`src/rtl/inband_lb_pkg.sv`:
```
package inband_lb_pkg;
  localparam int CODE_W = 8;

  typedef enum logic [1:0] {
    ST_HUNT   = 2'd0,
    ST_VERIFY = 2'd1,
    ST_MON    = 2'd2
  } lock_st_e;

  function automatic logic [3:0] code_len(input logic [1:0] sel);
    return 4'd5 + {2'b00, sel};
  endfunction
endpackage

```
`src/rtl/lb_classify.sv`:
```
module lb_classify (
  input  logic bit_vld_i,
  input  logic fbit_i,
  input  logic framed_i,
  input  logic fbit_cmp_i,
  output logic cmp_o,
  output logic wild_o
);
  logic is_fbit;
  assign is_fbit = framed_i & fbit_i;
  // compared: everything except a framed frame bit that is excluded
  assign cmp_o  = bit_vld_i & (~is_fbit | fbit_cmp_i);
  // compared frame bit: takes a code slot, result discarded
  assign wild_o = is_fbit & fbit_cmp_i;
endmodule

```
`src/rtl/lb_aligner.sv`:
```
module lb_aligner
  import inband_lb_pkg::*;
#(
  parameter int LOCK_REPS = 4,
  localparam int RW = (LOCK_REPS > 2) ? $clog2(LOCK_REPS) : 1
) (
  input  logic              clk_i,
  input  logic              rst_ni,
  input  logic              cmp_i,
  input  logic              wild_i,
  input  logic              bit_i,
  input  logic [CODE_W-1:0] code_i,
  input  logic [1:0]        len_sel_i,
  input  logic              drop_i,
  output logic              lock_o,
  output logic              mon_o,
  output logic              miss_o
);
  lock_st_e          st_q;
  logic [CODE_W-1:0] win_q, msk_q, win_n, msk_n;
  logic [3:0]        fill_q, fill_n, len;
  logic [2:0]        ptr_q, ptr_nxt;
  logic [RW-1:0]     reps_q;
  logic              exp_bit, bad_bit, wrap, last_rep, win_hit, fill_ok;

  assign len     = code_len(len_sel_i);
  assign win_n   = {win_q[CODE_W-2:0], bit_i};
  assign msk_n   = {msk_q[CODE_W-2:0], wild_i};
  assign fill_n  = (fill_q == 4'(CODE_W)) ? fill_q : fill_q + 4'd1;
  assign fill_ok = fill_n >= len;

  assign exp_bit  = code_i[3'd7 - ptr_q];
  assign bad_bit  = ~wild_i & (bit_i != exp_bit);
  assign wrap     = {1'b0, ptr_q} >= (len - 4'd1);
  assign ptr_nxt  = wrap ? 3'd0 : ptr_q + 3'd1;
  assign last_rep = reps_q == RW'(LOCK_REPS - 1);

  // newest bit sits at window bit 0 and lines up with the last code bit
  always_comb begin
    win_hit = 1'b1;
    for (int j = 0; j < CODE_W; j++) begin
      if ((4'(j) < len) && !msk_n[j] &&
          (win_n[j] != code_i[3'(4'(CODE_W) - len + 4'(j))]))
        win_hit = 1'b0;
    end
  end

  always_ff @(posedge clk_i or negedge rst_ni) begin
    if (!rst_ni) begin
      st_q   <= ST_HUNT;
      win_q  <= '0;
      msk_q  <= '0;
      fill_q <= '0;
      ptr_q  <= '0;
      reps_q <= '0;
    end else begin
      if (cmp_i) begin
        win_q  <= win_n;
        msk_q  <= msk_n;
        fill_q <= fill_n;
      end
      unique case (st_q)
        ST_HUNT: begin
          if (cmp_i && fill_ok && win_hit) begin
            st_q   <= ST_VERIFY;
            ptr_q  <= '0;
            reps_q <= RW'(1);
          end
        end
        ST_VERIFY: begin
          if (cmp_i) begin
            if (bad_bit) begin
              st_q <= ST_HUNT;
            end else begin
              ptr_q <= ptr_nxt;
              if (wrap) begin
                if (last_rep) st_q <= ST_MON;
                else          reps_q <= reps_q + RW'(1);
              end
            end
          end
        end
        ST_MON: begin
          if (drop_i)     st_q  <= ST_HUNT;
          else if (cmp_i) ptr_q <= ptr_nxt;
        end
        default: st_q <= ST_HUNT;
      endcase
    end
  end

  assign lock_o = (st_q == ST_VERIFY) & cmp_i & ~bad_bit & wrap & last_rep;
  assign mon_o  = (st_q == ST_MON);
  assign miss_o = (st_q == ST_MON) & cmp_i & bad_bit;
endmodule

```
`src/rtl/lb_qualifier.sv`:
```
module lb_qualifier #(
  parameter int PERIOD_BITS  = 61440,
  parameter int ERR_LIM      = 600,
  parameter int GOOD_PERIODS = 126,
  localparam int PW = $clog2(PERIOD_BITS),
  localparam int EW = $clog2(ERR_LIM + 2),
  localparam int GW = $clog2(GOOD_PERIODS + 1)
) (
  input  logic clk_i,
  input  logic rst_ni,
  input  logic vld_i,
  input  logic lock_i,
  input  logic mon_i,
  input  logic miss_i,
  output logic drop_o,
  output logic det_o
);
  logic [PW-1:0] per_q;
  logic [EW-1:0] err_q, err_n;
  logic [GW-1:0] good_q;
  logic          per_end;

  assign err_n   = err_q + EW'(miss_i);
  assign per_end = vld_i & (per_q == PW'(PERIOD_BITS - 1));
  assign drop_o  = mon_i & (err_n > EW'(ERR_LIM));

  always_ff @(posedge clk_i or negedge rst_ni) begin
    if (!rst_ni) begin
      per_q  <= '0;
      err_q  <= '0;
      good_q <= '0;
      det_o  <= 1'b0;
    end else if (lock_i) begin
      per_q  <= '0;
      err_q  <= '0;
      good_q <= '0;
    end else if (mon_i) begin
      if (drop_o) begin
        det_o  <= 1'b0;
        good_q <= '0;
        err_q  <= '0;
        per_q  <= '0;
      end else if (vld_i) begin
        if (per_end) begin
          per_q <= '0;
          err_q <= '0;
          if (err_n == EW'(ERR_LIM)) good_q <= '0;
          else if (good_q == GW'(GOOD_PERIODS)) det_o <= 1'b1;
          else good_q <= good_q + GW'(1);
        end else begin
          per_q <= per_q + PW'(1);
          err_q <= err_n;
        end
      end
    end
  end
endmodule

```
`src/rtl/lb_irq_flag.sv`:
```
module lb_irq_flag (
  input  logic clk_i,
  input  logic rst_ni,
  input  logic status_i,
  input  logic clr_i,
  output logic flag_o
);
  logic prev_q;

  always_ff @(posedge clk_i or negedge rst_ni) begin
    if (!rst_ni) begin
      prev_q <= 1'b0;
      flag_o <= 1'b0;
    end else begin
      prev_q <= status_i;
      if (status_i != prev_q) flag_o <= 1'b1;
      else if (clr_i)         flag_o <= 1'b0;
    end
  end
endmodule

```
`src/rtl/inband_loop_detect.sv`:
```
module inband_loop_detect
  import inband_lb_pkg::*;
#(
  parameter int PERIOD_BITS  = 61440,
  parameter int ERR_LIM      = 600,
  parameter int GOOD_PERIODS = 126,
  parameter int LOCK_REPS    = 4,
  localparam int NCH = 2
) (
  input  logic       clk_i,
  input  logic       rst_ni,
  input  logic       bit_vld_i,
  input  logic       bit_i,
  input  logic       fbit_i,
  input  logic       framed_i,
  input  logic       fbit_cmp_i,
  input  logic [7:0] act_code_i,
  input  logic [1:0] act_len_i,
  input  logic [7:0] deact_code_i,
  input  logic [1:0] deact_len_i,
  input  logic [1:0] irq_en_i,
  input  logic [1:0] irq_clr_i,
  output logic [1:0] status_o,
  output logic [1:0] irq_flag_o,
  output logic       irq_o
);
  logic              cmp, wild;
  logic [CODE_W-1:0] code [NCH];
  logic [1:0]        lsel [NCH];

  assign code[0] = act_code_i;
  assign code[1] = deact_code_i;
  assign lsel[0] = act_len_i;
  assign lsel[1] = deact_len_i;

  lb_classify i_classify (
    .bit_vld_i (bit_vld_i),
    .fbit_i    (fbit_i),
    .framed_i  (framed_i),
    .fbit_cmp_i(fbit_cmp_i),
    .cmp_o     (cmp),
    .wild_o    (wild)
  );

  for (genvar ch = 0; ch < NCH; ch++) begin : g_ch
    logic lock, mon, miss, drop;

    lb_aligner #(.LOCK_REPS(LOCK_REPS)) i_align (
      .clk_i    (clk_i),
      .rst_ni   (rst_ni),
      .cmp_i    (cmp),
      .wild_i   (wild),
      .bit_i    (bit_i),
      .code_i   (code[ch]),
      .len_sel_i(lsel[ch]),
      .drop_i   (drop),
      .lock_o   (lock),
      .mon_o    (mon),
      .miss_o   (miss)
    );

    lb_qualifier #(
      .PERIOD_BITS (PERIOD_BITS),
      .ERR_LIM     (ERR_LIM),
      .GOOD_PERIODS(GOOD_PERIODS)
    ) i_qual (
      .clk_i (clk_i),
      .rst_ni(rst_ni),
      .vld_i (bit_vld_i),
      .lock_i(lock),
      .mon_i (mon),
      .miss_i(miss),
      .drop_o(drop),
      .det_o (status_o[ch])
    );

    lb_irq_flag i_flag (
      .clk_i   (clk_i),
      .rst_ni  (rst_ni),
      .status_i(status_o[ch]),
      .clr_i   (irq_clr_i[ch]),
      .flag_o  (irq_flag_o[ch])
    );
  end

  assign irq_o = |(irq_flag_o & irq_en_i);
endmodule

```
`config.mk`:
```
export PLATFORM = sky130hd
export DESIGN_NAME = inband_loop_detect
export DESIGN_NICKNAME = d
export VERILOG_FILES = /design/src/rtl/inband_lb_pkg.sv /design/src/rtl/lb_classify.sv /design/src/rtl/lb_aligner.sv /design/src/rtl/lb_qualifier.sv /design/src/rtl/lb_irq_flag.sv /design/src/rtl/inband_loop_detect.sv
export SDC_FILE = /design/constraint.sdc
export NUM_CORES = 1
export LEC_CHECK = 0
export BUFFER_PORTS_ARGS = -buffer_cell sky130_fd_sc_hd__clkbuf_2
export CAP_MARGIN = 20
export CORE_MARGIN = 2
export CORE_UTILIZATION = 60
export DETAILED_ROUTE_END_ITERATION = 10
export GPL_TIMING_DRIVEN = 1
export PLACE_DENSITY = 0.89
export SETUP_SLACK_MARGIN = 0.02
export SYNTH_ARGS = -nofsm -noshare
export SYNTH_HDL_FRONTEND = slang
export SYNTH_SLANG_ARGS = --single-unit
```
`constraint.sdc`:
```
create_clock -name clk_i -period 5.4 [get_ports clk_i]
set_clock_uncertainty 0.2 [all_clocks]
set_input_delay 0.27 -clock clk_i [delete_from_list [all_inputs] [get_ports clk_i]]
set_output_delay 0.27 -clock clk_i [all_outputs]
set_load 0.02 [all_outputs]
```
==> results of run 1 <==
==> flip-flops by register name, indices dropped and copies added (netlist names) <==
signal,flops
g_ch.i_qual.per_q,32
g_ch.i_align.fill_q,8
g_ch.i_align.st_q,4
g_ch.i_qual.err_q,20
g_ch.i_align.win_q,7
g_ch.i_align.ptr_q,6
g_ch.i_qual.good_q,14
g_ch.i_align.reps_q,4
g_ch.i_qual.det_o,2
g_ch.i_flag.flag_o,2
g_ch.i_flag.prev_q,2
g_ch.i_align.msk_q,7
==> layout by cell type (no fill, tap or decap), types with 20 or more instances in the layout <==
master	count
mux2i_1	38
clkbuf_2	34
nor3_1	23
inv_1	33
nand2_1	93
ha_1	52
a21oi_1	59
o21ai_0	35
a31oi_1	20
nor2_1	66
xor2_1	21
dfrtp_1	108
nand3_1	45
==> cell type report <==
class / count / area, sq um / area share
Multi-Input combinational cell: 698 / 5020 / 0.580
Sequential cell: 108 / 2700 / 0.312
Timing Repair Buffer: 47 / 295 / 0.0341
Clock buffer: 11 / 243 / 0.0281
Tap cell: 176 / 220 / 0.0255
Inverter: 36 / 135 / 0.0156
Clock inverter: 5 / 37.5 / 0.00434
==> tightest hold or removal path: stages <==
cell and delay (ns):
clkbuf_2 0.16, nand2_1 0.09, nand2_1 0.04
==> how the worst max path moves through the flow <==
stage / from / to / slack (ns) / cells past startpoint
2_1_floorplan: g_ch[0].i_align.ptr_q[0] / g_ch[0].i_qual.per_q[14] / 1.18 / 15
3_3_place_gp: g_ch[0].i_align.ptr_q[0] / g_ch[0].i_qual.err_q[1] / 0.77 / 14
3_5_place_dp: g_ch[0].i_align.ptr_q[0] / g_ch[0].i_qual.err_q[1] / 0.67 / 14
4_1_cts: g_ch[0].i_align.ptr_q[0] / g_ch[0].i_qual.per_q[9] / 0.61 / 14
5_1_grt: g_ch[0].i_align.ptr_q[0] / g_ch[0].i_qual.per_q[4] / 0.27 / 13
6_report: g_ch[0].i_align.ptr_q[0] / g_ch[0].i_qual.err_q[3] / 0.60 / 14
==> timing repair <==
item                                   in CTS  in global routing
gates resized for setup                     0                  0
hold buffers                                3                  0
endpoints found under the hold margin      60                  0
==> layer usage <==
metal / wire length (microns) / share of wire / vias to the layer above / GRT usage
li1: - / - / 3309 / -
met1: 8190 / 0.45 / 3349 / 0.360
met2: 8730 / 0.48 / 214 / 0.420
met3: 894 / 0.049 / 35 / 0.0561
met4: 380 / 0.021 / 0 / 0.0912
met5: 0 / 0 / - / 0
==> where the power goes <==
part	total [uW]	switching [uW]	internal, uW
Combinational	974	553	421
Sequential	1030	117	916
Clock	635	308	327
Total	2640	978	1660
==> kinds of logic after synthesis <==
group,Yosys count,share of synthesized area
multiplexers,65,0.115
buffers and inverters,81,0.0462
AO/OA/AOI/OAI,205,0.167
AND/OR/NAND/NOR,339,0.215
adder cells (fa/ha/maj),52,0.0804
XOR/XNOR,37,0.0418
flip-flops,108,0.334
==> per-stage QoR <==
stage | instances | worst slack (ns) | power, uW
finish | 1081 | 0.596 | 2640
global route | 1081 | 0.274 | 2820
CTS | 1080 | 0.613 | 2640
detailed placement | 1061 | 0.668 | 1990
global placement | 1061 | 0.769 | 1940
floorplan | 887 | 1.18 | 1760
==> impl_metrics.env, run 1 <==
export IMPL_cpLargestDelayFamily="compound AO/OA/AOI/OAI gates"
export IMPL_status="finished clean"
export IMPL_max_cap_violations=0
export IMPL_synth_common_cells="108 x dfrtp_1, 93 x nand2_1, 66 x nor2_1, 60 x a21oi_1, 52 x ha_1"
export IMPL_min_period_over_period=0.890
export IMPL_crit_buf_inv=1
export IMPL_grt_max_degree=60
export IMPL_final_hold_viol_count=0
export IMPL_tns_ns=0
export IMPL_overflow=0
export IMPL_synth_top_area_share=0.334
export IMPL_cpMostUsedCell="ha_1"
export IMPL_placed_area_sq_mm=0.00833
export IMPL_critPathCaptureType="register"
export IMPL_tightestPinTransition_ns=0.801
export IMPL_yosys_top_cells_area="dfrtp_1 33%, ha_1 8.0%, mux4_2 5.3%"
export IMPL_synth_edf_count=0
export IMPL_rrSetupSlack_ns=0.60
export IMPL_drt_initial_drc_count=530
export IMPL_critPathArrivalTime_ns=4.87
export IMPL_core_area_sq_mm=0.0132
export IMPL_finalSetupViolCount=0
export IMPL_cts_num_sinks=108
export IMPL_period_needed_ns=4.80
export IMPL_min_path_cells=3
export IMPL_drv_slew=0
export IMPL_drc=0
export IMPL_critical_path_cell_chain="mux4_1, mux2i_2, xor2_1, nor4_1, ha_1, ha_1, or3b_1, a211o_1, a211oi_2, a211oi_4, nor2_1, buf_4, o31ai_1, a21oi_1"
export IMPL_yosysSeqAreaShare=0.334
export IMPL_postRouteAntennaNets=0
export IMPL_yosys_warnings=0
export IMPL_diodes=0
export IMPL_power_density_mw_per_mm2=305
export IMPL_syn_area_per_cell_sq_um=9.12
export IMPL_hold_start="bit_i"
export IMPL_start_util=0.613
export IMPL_drive_gt1_frac=0.108
export IMPL_p_leak_uw=0.00381
export IMPL_die_x_microns=120
export IMPL_r2r_start="g_ch[0].i_align.ptr_q[0]"
export IMPL_hold_class="in -> reg"
export IMPL_rr_worst_depth=14
export IMPL_whs_ns=0.0314
export IMPL_postCtsSetupRepairBufs=0
export IMPL_syn_nets=970
export IMPL_finalNetCount=983
export IMPL_ys_async_sr_fraction=1.00
export IMPL_clock_latency_ns=0.36
export IMPL_wl_microns=18200
export IMPL_path_clk_slew_ns=0.07
export IMPL_cts_buffers=9
export IMPL_postSynthCellCount=887
export IMPL_ios=36
export IMPL_grt_first_pass_wirelength_microns=31200
export IMPL_final_util=0.656
export IMPL_drt_first_pass_iters=5
export IMPL_r2r_end="g_ch[0].i_qual.err_q[3]"
export IMPL_yosysMostFrequentCell="dfrtp_1"
export IMPL_slowest_stage="mux4_1"
export IMPL_grt_pass1_vias=6693
export IMPL_crit_required_ns=5.47
export IMPL_syn_area_sq_mm=0.00809
export IMPL_grt_usage=0.265
export IMPL_syn_to_final_growth_pct=6.93
export IMPL_rsz0062_at_grt="no"
export IMPL_critPathLaunchType="register"
export IMPL_min_to="g_ch[1].i_align.win_q[0]"
export IMPL_crit_fanout=20
export IMPL_ir_drop_v=0.000231
export IMPL_die_h_microns=120
export IMPL_ys_ff_latch=108
export IMPL_cts_htree_levels=3
export IMPL_numPortBuffers=35
export IMPL_clock_path_buffers=2
export IMPL_routedWlPerCell_microns=16.8
export IMPL_dp_hpwl_microns=12700
export IMPL_path_class="reg -> reg"
export IMPL_cts_tree="done"
export IMPL_max_stage_delay_ns=0.59
export IMPL_n_fill_cell=1023
export IMPL_ys_dominant_reg_cell="dfrtp_1"
export IMPL_ctsRootBufferMaster="clkbuf_16"
export IMPL_drt_vias_per_instance=6.39
export IMPL_fmax_mhz=208
export IMPL_vias=6907
export IMPL_die_area_sq_mm=0.0144
export IMPL_fin_area_sq_mm=0.00865
export IMPL_max_slew_margin_rel=0.466
export IMPL_rows=42
export IMPL_yosys_area_top_type="dfrtp_1"
export IMPL_place_congestion=0.872
export IMPL_antenna_found_initial=0
export IMPL_post_synth_num_cell_types=80
No activity file was read; power rests on OpenSTA's default activity.
==> run 2: changes to the inputs <==
--- a/config.mk
+++ b/config.mk
@@ -5,6 +5,7 @@
 export SDC_FILE = /design/constraint.sdc
 export NUM_CORES = 1
 export LEC_CHECK = 0
+export ABC_AREA = 1
 export BUFFER_PORTS_ARGS = -buffer_cell sky130_fd_sc_hd__clkbuf_2
 export CAP_MARGIN = 20
 export CORE_MARGIN = 2
==> run 2 against run 1 <==
Against the previous run: synthesized cell count is 41% higher; global-route usage increased by 0.078 points; design area rose by 4.2%; sequential share of layout area is 1.2 points lower; hold slack worse by 0.0029 ns.
==> impl_metrics.env, run 2 <==
export IMPL_die_area_sq_mm=0.0150
export IMPL_placed_area_sq_mm=0.00868
export IMPL_cts_tree="done"
export IMPL_drv_slew=0
export IMPL_ys_async_sr_fraction=1.00
export IMPL_yosys_top_cells_area="dfrtp_1 32%, nand2_1 18%, nand3_1 9.2%"
export IMPL_numPortBuffers=35
export IMPL_min_period_over_period=0.802
export IMPL_synth_edf_count=0
export IMPL_cts_num_sinks=108
export IMPL_path_clk_slew_ns=0.07
export IMPL_cts_htree_levels=3
export IMPL_clock_latency_ns=0.36
export IMPL_post_synth_num_cell_types=37
export IMPL_grt_max_degree=58
export IMPL_clock_path_buffers=2
export IMPL_ios=36
export IMPL_drt_initial_drc_count=578
export IMPL_path_class="reg -> reg"
export IMPL_status="finished clean"
export IMPL_final_common_cell="nand2_1"
export IMPL_critPathCaptureType="register"
export IMPL_largest_reg_flops=32
export IMPL_finalSetupViolCount=0
export IMPL_dp_hpwl_microns=13900
export IMPL_syn_nets=1330
export IMPL_syn_area_sq_mm=0.00844
export IMPL_grt_usage=0.265
export IMPL_yosysSeqAreaShare=0.320
export IMPL_ys_ff_latch=108
export IMPL_tns_ns=0
export IMPL_drt_first_pass_iters=5
export IMPL_yosysMostFrequentCell="nand2_1"
export IMPL_postRouteAntennaNets=0
export IMPL_vias=7901
export IMPL_yosys_area_top_type="dfrtp_1"
export IMPL_postSynthCellCount=1247
export IMPL_postCtsResizedCells=0
export IMPL_p_leak_uw=0.00470
export IMPL_max_cap_violations=0
export IMPL_ir_drop_v=0.000331
export IMPL_rsz0062_at_grt="no"
export IMPL_die_h_microns=123
export IMPL_finalNetCount=1348
export IMPL_yosys_warnings=0
export IMPL_ys_dominant_reg_cell="dfrtp_1"
export IMPL_top_regs="g_ch.i_qual.per_q: 32 flops, g_ch.i_qual.err_q: 20 flops, g_ch.i_qual.good_q: 14 flops"
export IMPL_syn_to_final_growth_pct=6.76
export IMPL_routedWlPerCell_microns=12.9
export IMPL_crit_required_ns=5.50
export IMPL_diodes=0
export IMPL_final_cell_mix="412 x nand2_1, 155 x nand3_1, 137 x inv_1"
export IMPL_critPathLaunchType="register"
export IMPL_p_total_uw=3030
export IMPL_core_area_sq_mm=0.0138
export IMPL_syn_area_per_cell_sq_um=6.77
export IMPL_synth_common_cells="412 x nand2_1, 155 x nand3_1, 137 x inv_1, 108 x dfrtp_1, 104 x nor2_1"
export IMPL_overflow=0
export IMPL_start_util=0.611
export IMPL_power_density_mw_per_mm2=336
export IMPL_fin_area_sq_mm=0.00901
export IMPL_cts_buffers=9
export IMPL_place_congestion=0.972
export IMPL_drc=0
export IMPL_critPathArrivalTime_ns=4.43
export IMPL_ctsRootBufferMaster="clkbuf_16"
export IMPL_die_x_microns=123
export IMPL_fmax_mhz=231
export IMPL_grt_first_pass_wirelength_microns=32300
export IMPL_tightestPinTransition_ns=0.868
export IMPL_period_needed_ns=4.33
export IMPL_synth_top_area_share=0.320
export IMPL_drt_vias_per_instance=5.45
export IMPL_grt_pass1_vias=7178
export IMPL_regMostFlops="g_ch.i_qual.per_q"
export IMPL_drive_gt1_frac=0.0685
export IMPL_antenna_found_initial=0
export IMPL_wl_microns=18700
export IMPL_hold_class="in -> reg"
export IMPL_rows=43
export IMPL_max_slew_margin_rel=0.421
export IMPL_final_hold_viol_count=0
export IMPL_crit_fanout=21
[run 2: changes by cell type in the layout (fill, tap and decap cells not counted), sizes merged, moves of 16 or more]
cell | before | now
xor2 | 21 | 41
nand4 | 16 | 35
nor2 | 66 | 109
o21ai | 45 | 69
a21oi | 61 | 10
mux2i | 39 | 0
nand3b | 3 | 19
mux4 | 21 | 0
a31oi | 20 | 1
nand3 | 45 | 160
nand2 | 93 | 421
inv | 36 | 144
[run 2: final cells by class]
cell class	instances	area (sq um)
Timing Repair Buffer	38	203
Inverter	144	541
Sequential cell	108	2700
Tap cell	180	225
Clock buffer	9	225
Multi-Input combinational cell	964	5010
Clock inverter	7	101
Fill cell	1160	4810
[run 2: final timing paths]
check | start | endpoint | slack, ns | depth (start not counted)
max | g_ch[1].i_align.ptr_q[0] | g_ch[1].i_qual.per_q[4] | 1.07 | 22
min | irq_clr_i[0] | g_ch[0].i_flag.flag_o | 0.03 | 3
max reg2reg | g_ch[1].i_align.ptr_q[0] | g_ch[1].i_qual.per_q[4] | 1.07 | 22
min reg2reg | g_ch[0].i_qual.det_o | g_ch[0].i_flag.prev_q | 0.20 | 0
max in group asynchronous | rst_ni | g_ch[1].i_align.reps_q[1] | 3.55 | 3
min in group asynchronous | rst_ni | g_ch[0].i_align.ptr_q[0] | 0.29 | 2
[run 2: report_power, final]
group | total [uW] | internal, uW | switching [uW]
Sequential | 1140 | 965 | 175
Combinational | 1160 | 431 | 733
Clock | 724 | 409 | 315
Total | 3030 | 1800 | 1220
[run 2: stage by stage]
step | setup WS, ns | instances | hold WS (ns) | utilization
global placement | 1.40 | 1433 | 0.172 | 0.627
finish | 1.07 | 1450 | 0.0285 | 0.652
CTS | 1.16 | 1450 | 0.0249 | 0.652
detailed placement | 1.22 | 1433 | 0.174 | 0.627
global route | 0.633 | 1450 | 0.0383 | 0.652
floorplan | 2.12 | 1247 | -0.226 | -
[run 2: critical path, stage by stage (launching register included)]
cell and delay [ns]:
dfrtp_1 0.51, inv_1 0.14, nand2_1 0.08, nand3_1 0.06
nand2_1 0.08, nand2_1 0.06, nand3_1 0.09, nand3_1 0.25
nor3_1 0.25, ha_1 0.25, ha_1 0.23, nand2_1 0.07
nor2_1 0.14, nand2_1 0.08, xor2_1 0.22, nand2_1 0.11
inv_2 0.08, nand3_1 0.12, nand4_4 0.20, nand2_2 0.10
nor2_2 0.67, nand3b_1 0.17, nand2_1 0.11
[run 2: logic make-up after synthesis]
logic type,synth area share
DFF,0.320
AOI/OAI and AO/OA,0.0587
and+or+nand+nor,0.407
buffers and inverters,0.0858
adders and majority gates,0.0771
xor gates and xnor gates,0.0517
[run 2: repair_timing]
| action | 4_1_cts | 5_1_grt |
|---|---|---|
| hold buffers | 1 | 0 |
| endpoints found under the hold margin | 56 | 0 |
| buffers inserted | 0 | 0 |
[run 2: metal layers]
layer,track usage,vias up,share of wire
met5,0,-,0
met1,0.349,3604,0.45
met3,0.0474,28,0.046
li1,-,4067,-
met4,0.0697,0,0.017
met2,0.452,202,0.48
